[src/rtl/modtimer_pkg.sv]
package modtimer_pkg;

    localparam int REG_W = 32;

    localparam logic [7:0] OFS_CTRL = 8'h00;
    localparam logic [7:0] OFS_CNT  = 8'h04;
    localparam logic [7:0] OFS_MOD  = 8'h08;
    localparam logic [7:0] OFS_INIT = 8'h4C;

    typedef enum logic [1:0] {
        SRC_STOP  = 2'd0,
        SRC_SYS   = 2'd1,
        SRC_FIXED = 2'd2,
        SRC_HALT  = 2'd3
    } src_e;

    typedef enum logic [1:0] {
        OVF_IDLE    = 2'd0,
        OVF_PENDING = 2'd1,
        OVF_SEEN    = 2'd2
    } ovf_state_e;

endpackage

[src/rtl/mt_prescaler.sv]
module mt_prescaler
    import modtimer_pkg::*;
#(
    parameter int PSC_W = 3
) (
    input  logic             clk,
    input  logic             rst,
    input  src_e             src,
    input  logic [PSC_W-1:0] psc,
    input  logic             tick_sys,
    input  logic             tick_fixed,
    output logic             pulse
);
    localparam int DIV_W = (1 << PSC_W) - 1;

    logic [DIV_W-1:0] div_q;
    logic [DIV_W:0]   span;
    logic [DIV_W-1:0] limit;
    logic             sel_tick;
    logic             running;

    always_comb begin
        sel_tick = 1'b0;
        running  = 1'b0;
        unique case (src)
            SRC_SYS: begin
                sel_tick = tick_sys;
                running  = 1'b1;
            end
            SRC_FIXED: begin
                sel_tick = tick_fixed;
                running  = 1'b1;
            end
            SRC_STOP, SRC_HALT: begin
                sel_tick = 1'b0;
                running  = 1'b0;
            end
        endcase
    end

    always_comb begin
        span  = {{DIV_W{1'b0}}, 1'b1} << psc;
        limit = DIV_W'(span - 1'b1);
        pulse = sel_tick && (div_q >= limit);
    end

    always_ff @(posedge clk) begin
        if (rst || !running) begin
            div_q <= '0;
        end else if (sel_tick) begin
            div_q <= pulse ? '0 : div_q + 1'b1;
        end
    end

endmodule

[src/rtl/mt_counter.sv]
module mt_counter #(
    parameter int CNT_W = 16
) (
    input  logic             clk,
    input  logic             rst,
    input  logic             load,
    input  logic             step,
    input  logic [CNT_W-1:0] init_val,
    input  logic [CNT_W-1:0] mod_val,
    output logic [CNT_W-1:0] cnt,
    output logic             wrap_evt
);
    logic [CNT_W-1:0] cnt_q;

    assign cnt      = cnt_q;
    assign wrap_evt = step && !load && (cnt_q == mod_val);

    always_ff @(posedge clk) begin
        if (rst) begin
            cnt_q <= '0;
        end else if (load) begin
            cnt_q <= init_val;
        end else if (step) begin
            cnt_q <= wrap_evt ? init_val : cnt_q + 1'b1;
        end
    end

endmodule

[src/rtl/mt_ovf_fsm.sv]
module mt_ovf_fsm
    import modtimer_pkg::*;
(
    input  logic clk,
    input  logic rst,
    input  logic set_evt,
    input  logic rd_status,
    input  logic wr_status,
    input  logic wr_flag_bit,
    output logic flag
);
    ovf_state_e state_q;
    ovf_state_e state_d;

    always_comb begin
        state_d = state_q;
        if (set_evt) begin
            state_d = OVF_PENDING;
        end else begin
            unique case (state_q)
                OVF_IDLE:    state_d = OVF_IDLE;
                OVF_PENDING: if (rd_status) state_d = OVF_SEEN;
                OVF_SEEN:    if (wr_status && !wr_flag_bit) state_d = OVF_IDLE;
                default:     state_d = OVF_IDLE;
            endcase
        end
    end

    always_ff @(posedge clk) begin
        if (rst) begin
            state_q <= OVF_IDLE;
        end else begin
            state_q <= state_d;
        end
    end

    always_comb begin
        unique case (state_q)
            OVF_PENDING, OVF_SEEN: flag = 1'b1;
            default:               flag = 1'b0;
        endcase
    end

endmodule

[src/rtl/modtimer_alarm.sv]
module modtimer_alarm
    import modtimer_pkg::*;
#(
    parameter int CNT_W  = 16,
    parameter int PSC_W  = 3,
    parameter int ADDR_W = 8
) (
    input  logic              clk,
    input  logic              rst,
    input  logic              bus_sel,
    input  logic              bus_wr,
    input  logic [ADDR_W-1:0] bus_addr,
    input  logic [31:0]       bus_wdata,
    output logic [31:0]       bus_rdata,
    input  logic              tick_sys,
    input  logic              tick_fixed,
    output logic              irq
);
    localparam int SRC_LSB  = PSC_W;
    localparam int IE_BIT   = PSC_W + 3;
    localparam int FLAG_BIT = PSC_W + 4;

    logic [PSC_W-1:0] psc_q;
    src_e             src_q;
    logic             ie_q;
    logic [CNT_W-1:0] mod_q;
    logic [CNT_W-1:0] init_q;
    logic [CNT_W-1:0] cnt_val;
    logic             ovf_flag;
    logic             wrap_evt;
    logic             pre_pulse;

    logic rd_en, wr_en;
    logic hit_ctrl, hit_cnt, hit_mod, hit_init;
    logic [31:0] ctrl_word;

    assign rd_en    = bus_sel && !bus_wr;
    assign wr_en    = bus_sel && bus_wr;
    assign hit_ctrl = (bus_addr == ADDR_W'(OFS_CTRL));
    assign hit_cnt  = (bus_addr == ADDR_W'(OFS_CNT));
    assign hit_mod  = (bus_addr == ADDR_W'(OFS_MOD));
    assign hit_init = (bus_addr == ADDR_W'(OFS_INIT));

    always_ff @(posedge clk) begin
        if (rst) begin
            psc_q  <= '0;
            src_q  <= SRC_STOP;
            ie_q   <= 1'b0;
            mod_q  <= '1;
            init_q <= '0;
        end else if (wr_en) begin
            if (hit_ctrl) begin
                psc_q <= bus_wdata[PSC_W-1:0];
                src_q <= src_e'(bus_wdata[SRC_LSB+1:SRC_LSB]);
                ie_q  <= bus_wdata[IE_BIT];
            end
            if (hit_mod)  mod_q  <= bus_wdata[CNT_W-1:0];
            if (hit_init) init_q <= bus_wdata[CNT_W-1:0];
        end
    end

    mt_prescaler #(.PSC_W(PSC_W)) u_psc (
        .clk        (clk),
        .rst        (rst),
        .src        (src_q),
        .psc        (psc_q),
        .tick_sys   (tick_sys),
        .tick_fixed (tick_fixed),
        .pulse      (pre_pulse)
    );

    mt_counter #(.CNT_W(CNT_W)) u_cnt (
        .clk      (clk),
        .rst      (rst),
        .load     (wr_en && hit_cnt),
        .step     (pre_pulse),
        .init_val (init_q),
        .mod_val  (mod_q),
        .cnt      (cnt_val),
        .wrap_evt (wrap_evt)
    );

    mt_ovf_fsm u_ovf (
        .clk         (clk),
        .rst         (rst),
        .set_evt     (wrap_evt),
        .rd_status   (rd_en && hit_ctrl),
        .wr_status   (wr_en && hit_ctrl),
        .wr_flag_bit (bus_wdata[FLAG_BIT]),
        .flag        (ovf_flag)
    );

    always_comb begin
        ctrl_word                       = '0;
        ctrl_word[PSC_W-1:0]            = psc_q;
        ctrl_word[SRC_LSB+1:SRC_LSB]    = src_q;
        ctrl_word[IE_BIT]               = ie_q;
        ctrl_word[FLAG_BIT]             = ovf_flag;
    end

    always_comb begin
        bus_rdata = '0;
        if (rd_en) begin
            if (hit_ctrl)      bus_rdata = ctrl_word;
            else if (hit_cnt)  bus_rdata = 32'(cnt_val);
            else if (hit_mod)  bus_rdata = 32'(mod_q);
            else if (hit_init) bus_rdata = 32'(init_q);
        end
    end

    assign irq = ie_q && ovf_flag;

endmodule

[config.mk]
export PLATFORM = sky130hd
export DESIGN_NAME = modtimer_alarm
export DESIGN_NICKNAME = d
export VERILOG_FILES = /design/src/rtl/modtimer_pkg.sv /design/src/rtl/mt_prescaler.sv /design/src/rtl/mt_counter.sv /design/src/rtl/mt_ovf_fsm.sv /design/src/rtl/modtimer_alarm.sv
export SDC_FILE = /design/constraint.sdc
export NUM_CORES = 1
export LEC_CHECK = 0
export BUFFER_PORTS_ARGS = -buffer_cell sky130_fd_sc_hd__buf_2
export CAP_MARGIN = 40
export CORE_MARGIN = 4
export CORE_UTILIZATION = 35
export CTS_CLUSTER_SIZE = 8
export DETAILED_ROUTE_END_ITERATION = 8
export PLACE_DENSITY = 0.66
export RECOVER_POWER = 25
export REMOVE_ABC_BUFFERS = 1
export SYNTH_ARGS = -nofsm -noshare
export SYNTH_HDL_FRONTEND = slang
export SYNTH_HIERARCHICAL = 1
export SYNTH_SLANG_ARGS = --single-unit
[constraint.sdc]
create_clock -name clk -period 4.85 [get_ports clk]
set_input_delay 0 -clock clk [delete_from_list [all_inputs] [get_ports clk]]
set_output_delay 0 -clock clk [all_outputs]
set_load 0.02 [all_outputs]
# Word-level counts from Yosys, hierarchy flattened

Cells that the tools add are included.

Register bits after elaboration: 63
Output and inout port bits: 33

Add/subtract/negate cells: 3
Order comparisons: 1
Equality and inequality tests: 13
Shift-type cells: 1
Muxes and demuxes: 16
Reduce and logical (&&, ||, !) cells: 27

Operators by type and width:

| operator                | count |
|---|---|
| $mux W16                | 8 |
| $add A16 B1 Y16 const B | 1 |
| $eq A16 B16 Y1          | 1 |
| $logic_and A1 B1 Y1     | 10 |
| $reduce_and A2 Y1       | 5 |
| $eq A8 B3 Y1 const B    | 1 |
| $eq A8 B4 Y1 const B    | 1 |
| $eq A8 B7 Y1 const B    | 1 |
| $logic_not A8 Y1        | 1 |
| $reduce_or A2 Y1        | 4 |
| $add A7 B1 Y7 const B   | 1 |
| $ge A7 B7 Y1            | 1 |
| $mux W7                 | 1 |
| $shl A1 B3 Y7 const A   | 1 |
| $sub A7 B1 Y7 const B   | 1 |
| $eq A2 B2 Y1 const B    | 3 |
| $ne A3 B2 Y1 const B    | 2 |
| $eq A2 B1 Y1 const B    | 2 |
| $logic_not A1 Y1        | 4 |
| $mux W2                 | 2 |
| $ne A2 B1 Y1 const B    | 2 |
| $pmux W2 S2             | 1 |
| $pmux W1 S3             | 1 |
| $logic_not A2 Y1        | 1 |
| other kinds (4)         | 5 |

# Longest topological paths before layout

Word-level depth: 9
Mapped depth: 14
Mapped depth without buffers: 12

# Hierarchy

Netlist, hierarchy kept.

Modules (own cells, without submodules):

| module         | times used | cells an instance | area an instance (um^2) | sequential area each (um^2) |
|---|---|---|---|---|
| modtimer_alarm | 1          | 252               | 2084.5                  | 760.7 |
| mt_counter     | 1          | 169               | 1283.7                  | 320.3 |
| mt_prescaler   | 1          | 67                | 594.3                   | 140.1 |
| mt_ovf_fsm     | 1          | 15                | 140.1                   | 40.0 |

# Worst setup path before layout

No wires, ideal clock.

Kind: register to register
Start point: reg psc_q[1]
End point: reg u_cnt.cnt_q[10] (netlist: u_cnt/cnt[10])
Setup time: 0.133 ns
Data arrival time: 2.892 ns
Data required time: 4.717 ns
Slack: 1.825 ns
Stages on the path, launching flop included: 13
Buffers on the path: 1
Cells stage by stage: dfxtp_1 or3_1 ha_1 nand2b_1 a31oi_1 o21ai_1 and2_1 clkbuf_1 nor2b_1 nand2_1 nor4_1 o31a_1 a31oi_1

Longest elaborated chain between the ends: 9
Elaborated cells between the ends (all ways): 10
Those cells by class: 1 x add/sub; 1 x order compare; 1 x shift; 3 x mux; 4 x reduce/logical

RTL lines:

| item                              | RTL line             | RTL |
|---|---|---|
| start: declaration                | modtimer_alarm.sv:23 | `logic [PSC_W-1:0] psc_q;` |
| start signal: assignment          | modtimer_alarm.sv:53 | `psc_q <= bus_wdata[PSC_W-1:0];` |
| $shl A1 B3 Y7                     | mt_prescaler.sv:42   | `span = {{DIV_W{1'b0}}, 1'b1} << psc;` |
| $sub A7 B1 Y7                     | mt_prescaler.sv:43   | `limit = DIV_W'(span - 1'b1);` |
| $ge A7 B7 Y1                      | mt_prescaler.sv:44   | `pulse = sel_tick && (div_q >= limit);` |
| $logic_and A1 B1 Y1               | mt_prescaler.sv:44   |  |
| via pre_pulse                     | modtimer_alarm.sv:31 | `logic pre_pulse;` |
| $logic_and A1 B1 Y1 (2 in series) | mt_counter.sv:16     | `assign wrap_evt = step && !load && (cnt_q == mod_val);` |
| via wrap_evt                      | modtimer_alarm.sv:30 | `logic wrap_evt;` |
| $mux W16                          | mt_counter.sv:24     | `cnt_q <= wrap_evt ? init_val : cnt_q + 1'b1;` |
| $mux W16                          | mt_counter.sv:23     | `end else if (step) begin` |
| $mux W16                          | mt_counter.sv:21     | `end else if (load) begin` |
| end signal: assignment            | mt_counter.sv:22     | `cnt_q <= init_val;` |
| end signal: assignment            | mt_counter.sv:24     |  |
| end: declaration                  | mt_counter.sv:13     | `logic [CNT_W-1:0] cnt_q;` |

The timed path passes the listed nets, and every way through them passes these cells. The select of a mux whose other input is x is not followed.
A chain may end at the register's enable or synchronous reset.

# Worst setup path after layout

Start point: reg psc_q[2]
End point: reg u_cnt.cnt_q[4] (netlist: u_cnt/cnt[4])

Longest elaborated chain between the ends: 9
Elaborated cells between the ends (all ways): 10
Those cells by class: 1 x add/sub; 1 x order compare; 1 x shift; 3 x mux; 4 x reduce/logical

RTL lines:

| item                              | RTL line |
|---|---|
| $shl A1 B3 Y7 *                   | mt_prescaler.sv:42 |
| $sub A7 B1 Y7 *                   | mt_prescaler.sv:43 |
| $ge A7 B7 Y1 *                    | mt_prescaler.sv:44 |
| $logic_and A1 B1 Y1 *             | mt_prescaler.sv:44 |
| via pre_pulse                     | modtimer_alarm.sv:31 |
| $logic_and A1 B1 Y1 (2 in series) | mt_counter.sv:16 |
| $mux W16                          | mt_counter.sv:24 |
| $mux W16                          | mt_counter.sv:23 |
| $mux W16                          | mt_counter.sv:21 |

The timed path passes the listed nets; every way through them passes the cells marked *. The select of a mux whose other input is x is not followed.

==> impl_metrics.prom <==
# TYPE chip_impl_metric gauge
chip_impl_info{name="status",value="finished with violations"} 1
chip_impl_info{name="violations",value="max-capacitance violations, max-slew violations"} 1
chip_impl_metric{name="worst-r2r-cell-count",unit=""} 12
chip_impl_metric{name="area.growth.synth_to_final",unit="%"} 15.9
chip_impl_metric{name="ir_drop_worst_vdd",unit="mV"} 0.191
chip_impl_metric{name="compound_gate_fraction_of_synth_area",unit="%"} 23.9
chip_impl_metric{name="worst_pin_slew",unit="ns"} 1.72
chip_impl_metric{name="cp_slowest_stage_delay",unit="ns"} 0.52
chip_impl_metric{name="fin_crit_sh",unit="%"} 71.1
chip_impl_metric{name="path_clk_slew",unit="ns"} 0.06
chip_impl_metric{name="placed_cell_area",unit="sq mm"} 0.00437
chip_impl_metric{name="grt_start_max_net_pins",unit=""} 59
chip_impl_metric{name="initial_core_util",unit="%"} 35.8
chip_impl_metric{name="timing.slew.headroom",unit="%"} -16.3
chip_impl_metric{name="grt_use_total",unit="%"} 17.1
chip_impl_metric{name="maximum_buffer_depth_of_the_clock_tree",unit=""} 2
chip_impl_metric{name="number_of_global_route_vias_before_repair",unit=""} 3571
chip_impl_info{name="ys_dominant_reg_cell",value="sky130_fd_sc_hd__dfxtp_1"} 1
chip_impl_metric{name="cts-htree-levels",unit=""} 3
chip_impl_info{name="critPathSlowestCell",value="sky130_fd_sc_hd__o21ai_1"} 1
chip_impl_metric{name="die_area",unit="sq mm"} 0.0135
chip_impl_metric{name="fin_setup_tns",unit="ns"} 0
chip_impl_metric{name="synth_xor_xnor_area_share",unit="%"} 5.34
chip_impl_metric{name="layout_min_cycle_time",unit="ns"} 3.45
chip_impl_info{name="reg2reg_to",value="u_cnt/cnt[4]"} 1
chip_impl_metric{name="timing.critical_path.required",unit="ns"} 5.05
chip_impl_metric{name="postSynthCellCount",unit=""} 503
chip_impl_metric{name="number_of_enable_type_register_cells_in_the_synthesized_netlist",unit=""} 0
chip_impl_metric{name="whs",unit="ns"} 0.185
chip_impl_metric{name="place.port_buffers",unit=""} 46
chip_impl_metric{name="detailed_route_vias_per_instance",unit=""} 5.45
chip_impl_metric{name="power.static_leakage",unit="nW"} 1.65
chip_impl_metric{name="synth_mux_area_share",unit="%"} 0.762
chip_impl_metric{name="clock.fmax",unit="MHz"} 290
chip_impl_metric{name="synth-warning-count",unit=""} 6
chip_impl_info{name="rsz0062_at_grt",value="false"} 1
chip_impl_metric{name="numClockSinks",unit=""} 63
chip_impl_metric{name="route.antenna.remaining_nets",unit=""} 0
chip_impl_metric{name="clock_skew",unit="ns"} 0.00591
chip_impl_metric{name="grt_remaining_overflow",unit=""} 0
chip_impl_metric{name="timing.final.max_slew_violations",unit=""} 18
chip_impl_info{name="tritoncts",value="built"} 1
chip_impl_metric{name="finalHoldViolCount",unit=""} 0
chip_impl_metric{name="remaining_drc_errors",unit=""} 0
chip_impl_metric{name="grt_first_pass_wirelength",unit="microns"} 18200
chip_impl_metric{name="post_cts.repair.setup_buffers",unit=""} 0
chip_impl_info{name="timing.critical_path.cells",value="or3_1, ha_1, nand2b_1, a31oi_1, o21ai_1, and2_1, nor2b_1, nand2_1, nor2_1, and2_4, mux2i_1, o22ai_1"} 1
chip_impl_metric{name="drtIter0Drc",unit=""} 281
chip_impl_info{name="hold_class",value="in -> reg"} 1
chip_impl_metric{name="cts_buffers",unit=""} 9
chip_impl_info{name="ctsRootBufferMaster",value="sky130_fd_sc_hd__clkbuf_16"} 1
chip_impl_info{name="worst_setup_path_start_kind",value="flip-flop"} 1
chip_impl_metric{name="floorplan.rows",unit=""} 39
chip_impl_metric{name="synthAdderAreaFrac",unit="%"} 3.96
chip_impl_metric{name="design.portCount",unit=""} 79
chip_impl_metric{name="timing.final.setup_violations",unit=""} 0
chip_impl_metric{name="synthesis.area_per_instance",unit="sq um"} 8.16
chip_impl_info{name="rr_startpoint",value="psc_q[2]"} 1
chip_impl_metric{name="rrSetupSlack",unit="ns"} 1.40
chip_impl_metric{name="wl",unit="microns"} 11400
chip_impl_metric{name="drt-pass1-iter-count",unit=""} 5
chip_impl_metric{name="vias",unit=""} 3834
chip_impl_metric{name="synthesis.area",unit="sq mm"} 0.00410
chip_impl_metric{name="synth.ff_latch_count",unit=""} 63
chip_impl_metric{name="timing.final.ws_setup",unit="ns"} 1.40
chip_impl_metric{name="worstSkewPairLatency",unit="ns"} 0.33
chip_impl_info{name="worstSetupStartpoint",value="psc_q[2]"} 1
chip_impl_metric{name="asyncSetResetFlopFracSynth",unit="%"} 0
chip_impl_metric{name="synthSimpleGateAreaFrac",unit="%"} 27.4
chip_impl_metric{name="fillers",unit=""} 1171
chip_impl_metric{name="cts-hold-fix-buffers",unit=""} 16
chip_impl_metric{name="pwr_density_cell",unit="mW/mm^2"} 263
chip_impl_metric{name="post-route-cell-area",unit="sq mm"} 0.00476
chip_impl_metric{name="antenna_cells_inserted",unit=""} 0
chip_impl_metric{name="synth-seq-area-share",unit="%"} 30.7
chip_impl_metric{name="antenna_found_initial",unit=""} 0
chip_impl_metric{name="final_layout_size_suffix_gt1_share",unit="%"} 14.3
chip_impl_metric{name="timing.critical_path.arrival",unit="ns"} 3.64
chip_impl_metric{name="preCtsSetupSlack",unit="ns"} 1.41
chip_impl_metric{name="core-area",unit="sq mm"} 0.0115
chip_impl_info{name="worstSetupEndpointType",value="flip-flop"} 1
chip_impl_metric{name="max_cap_viol_count",unit=""} 2
chip_impl_metric{name="nNetsFinal",unit=""} 614
chip_impl_metric{name="detailed_place_hpwl",unit="microns"} 8090
chip_impl_metric{name="die_width",unit="microns"} 116
chip_impl_metric{name="cts.repair.resized",unit=""} 0
chip_impl_info{name="largest_family_of_logic_cells_by_synthesized_area",value="simple AND/OR/NAND/NOR gates"} 1
chip_impl_metric{name="die-height",unit="microns"} 116
chip_impl_metric{name="post_drt_wl_per_cell",unit="microns"} 16.2
chip_impl_metric{name="post_synth_num_cell_types",unit=""} 68
chip_impl_metric{name="worst-path-max-fanout",unit=""} 14
chip_impl_info{name="critPathKind",value="reg -> reg"} 1
chip_impl_metric{name="gp_congestion",unit=""} 0.878
chip_impl_info{name="destination_of_the_critical_timing_path",value="u_cnt/cnt[4]"} 1
-- synthesized netlist by cell type, drive strengths merged (5+ instances only) --
master | number | area [sq um]
a2bb2oi | 9 | 78.8
a22oi | 17 | 128
nand2 | 63 | 236
ha | 13 | 163
nand3 | 13 | 65.1
o21ai | 16 | 80.1
nand4 | 6 | 37.5
and2 | 6 | 43.8
a31oi | 10 | 62.6
and3 | 5 | 38.8
a211o | 17 | 149
xor2 | 7 | 61.3
nor2b | 20 | 125
inv | 10 | 37.5
nor3b | 6 | 67.6
dfxtp | 63 | 1260
xnor2 | 18 | 158
nor2 | 33 | 124
buf | 27 | 203
a211oi | 12 | 90.1
a22o | 7 | 61.3
or3 | 8 | 55.1
nand2b | 12 | 82.6
nor4 | 5 | 52.6
clkbuf | 19 | 72.6
nor3 | 14 | 70.1
a21oi | 33 | 176
-- placed cells by master (no fill, tap or decap), types with 10 or more instances in the layout --
master                           n
sky130_fd_sc_hd__a211o_1        17
sky130_fd_sc_hd__a211oi_1       12
sky130_fd_sc_hd__a21oi_1        32
sky130_fd_sc_hd__a22oi_1        17
sky130_fd_sc_hd__a31oi_1        10
sky130_fd_sc_hd__buf_2          41
sky130_fd_sc_hd__clkbuf_1       11
sky130_fd_sc_hd__conb_1         16
sky130_fd_sc_hd__dfxtp_1        63
sky130_fd_sc_hd__dlygate4sd3_1  16
sky130_fd_sc_hd__ha_1           13
sky130_fd_sc_hd__nand2_1        63
sky130_fd_sc_hd__nand2b_1       11
sky130_fd_sc_hd__nand3_1        13
sky130_fd_sc_hd__nor2_1         33
sky130_fd_sc_hd__nor2b_1        20
sky130_fd_sc_hd__nor3_1         14
sky130_fd_sc_hd__o21ai_0        13
sky130_fd_sc_hd__xnor2_1        18
-- cell type report --
type,instances,area [sq um],area share (%)
multi-input combinational,398,2530,53.3
inverter,11,42.5,0.894
timing repair buffer,72,448,9.42
tap,143,179,3.76
clock buffer,12,246,5.18
sequential,63,1260,26.5
clock inverter,4,45.0,0.947
-- worst min-delay path by stage --
stage	startpoint	end	slack, ns	depth (start not counted)
2_1_floorplan	rst	ie_q	0.07	1
3_3_place_gp	bus_wdata[10]	mod_q[10]	0.21	2
3_5_place_dp	bus_wdata[12]	mod_q[12]	0.22	2
4_1_cts	bus_addr[0]	src_q[1]	0.17	5
5_1_grt	tick_fixed	u_psc/div_q[4]	0.21	5
6_report	tick_fixed	u_psc/div_q[5]	0.18	5
-- per-stage QoR --
stage               power, mW  util, %  cells
finish                   1.25     41.5    703
global placement        0.613     37.9    668
detailed placement      0.616     38.1    671
floorplan               0.578        -    472
CTS                      1.27     42.1    703
global route             1.29     41.5    703
-- sequential cells by signal, summed over array words and instances (netlist names) --
name,count
u_psc/div_q,7
u_cnt/cnt,16
init_q,16
mod_q,16
ie_q,1
src_q,2
u_ovf/state_q,2
psc_q,3
-- power breakdown --
part | internal (mW) | switching, mW
Combinational | 0.0343 | 0.0502
Clock | 0.409 | 0.230
Sequential | 0.522 | 0.00581
Total | 0.965 | 0.286
-- metal layers --
metal / share of wire, % / GRT usage (%) / vias up
met4: 0.71 / 4.56 / 0
met3: 5.8 / 4.66 / 7
met2: 48 / 28.0 / 106
met1: 45 / 22.2 / 1828
li1: - / - / 1893
met5: 0 / 0 / -
-- logic make-up after synthesis --
logic type	count (synthesis)
AOI/OAI and AO/OA	139
xor gates and xnor gates	25
adders and majority gates	13
buffers and inverters	57
DFF	63
muxes	3
other	1
and+or+nand+nor	202
-- critical path, delay by kind of cell (launching register included) --
kind	cells	cell delay, ns
AOI/OAI and AO/OA	3	0.69
DFF	1	0.38
muxes	1	0.20
adders and majority gates	1	0.27
and+or+nand+nor	7	1.76
(Power assumes the default switching activity.)
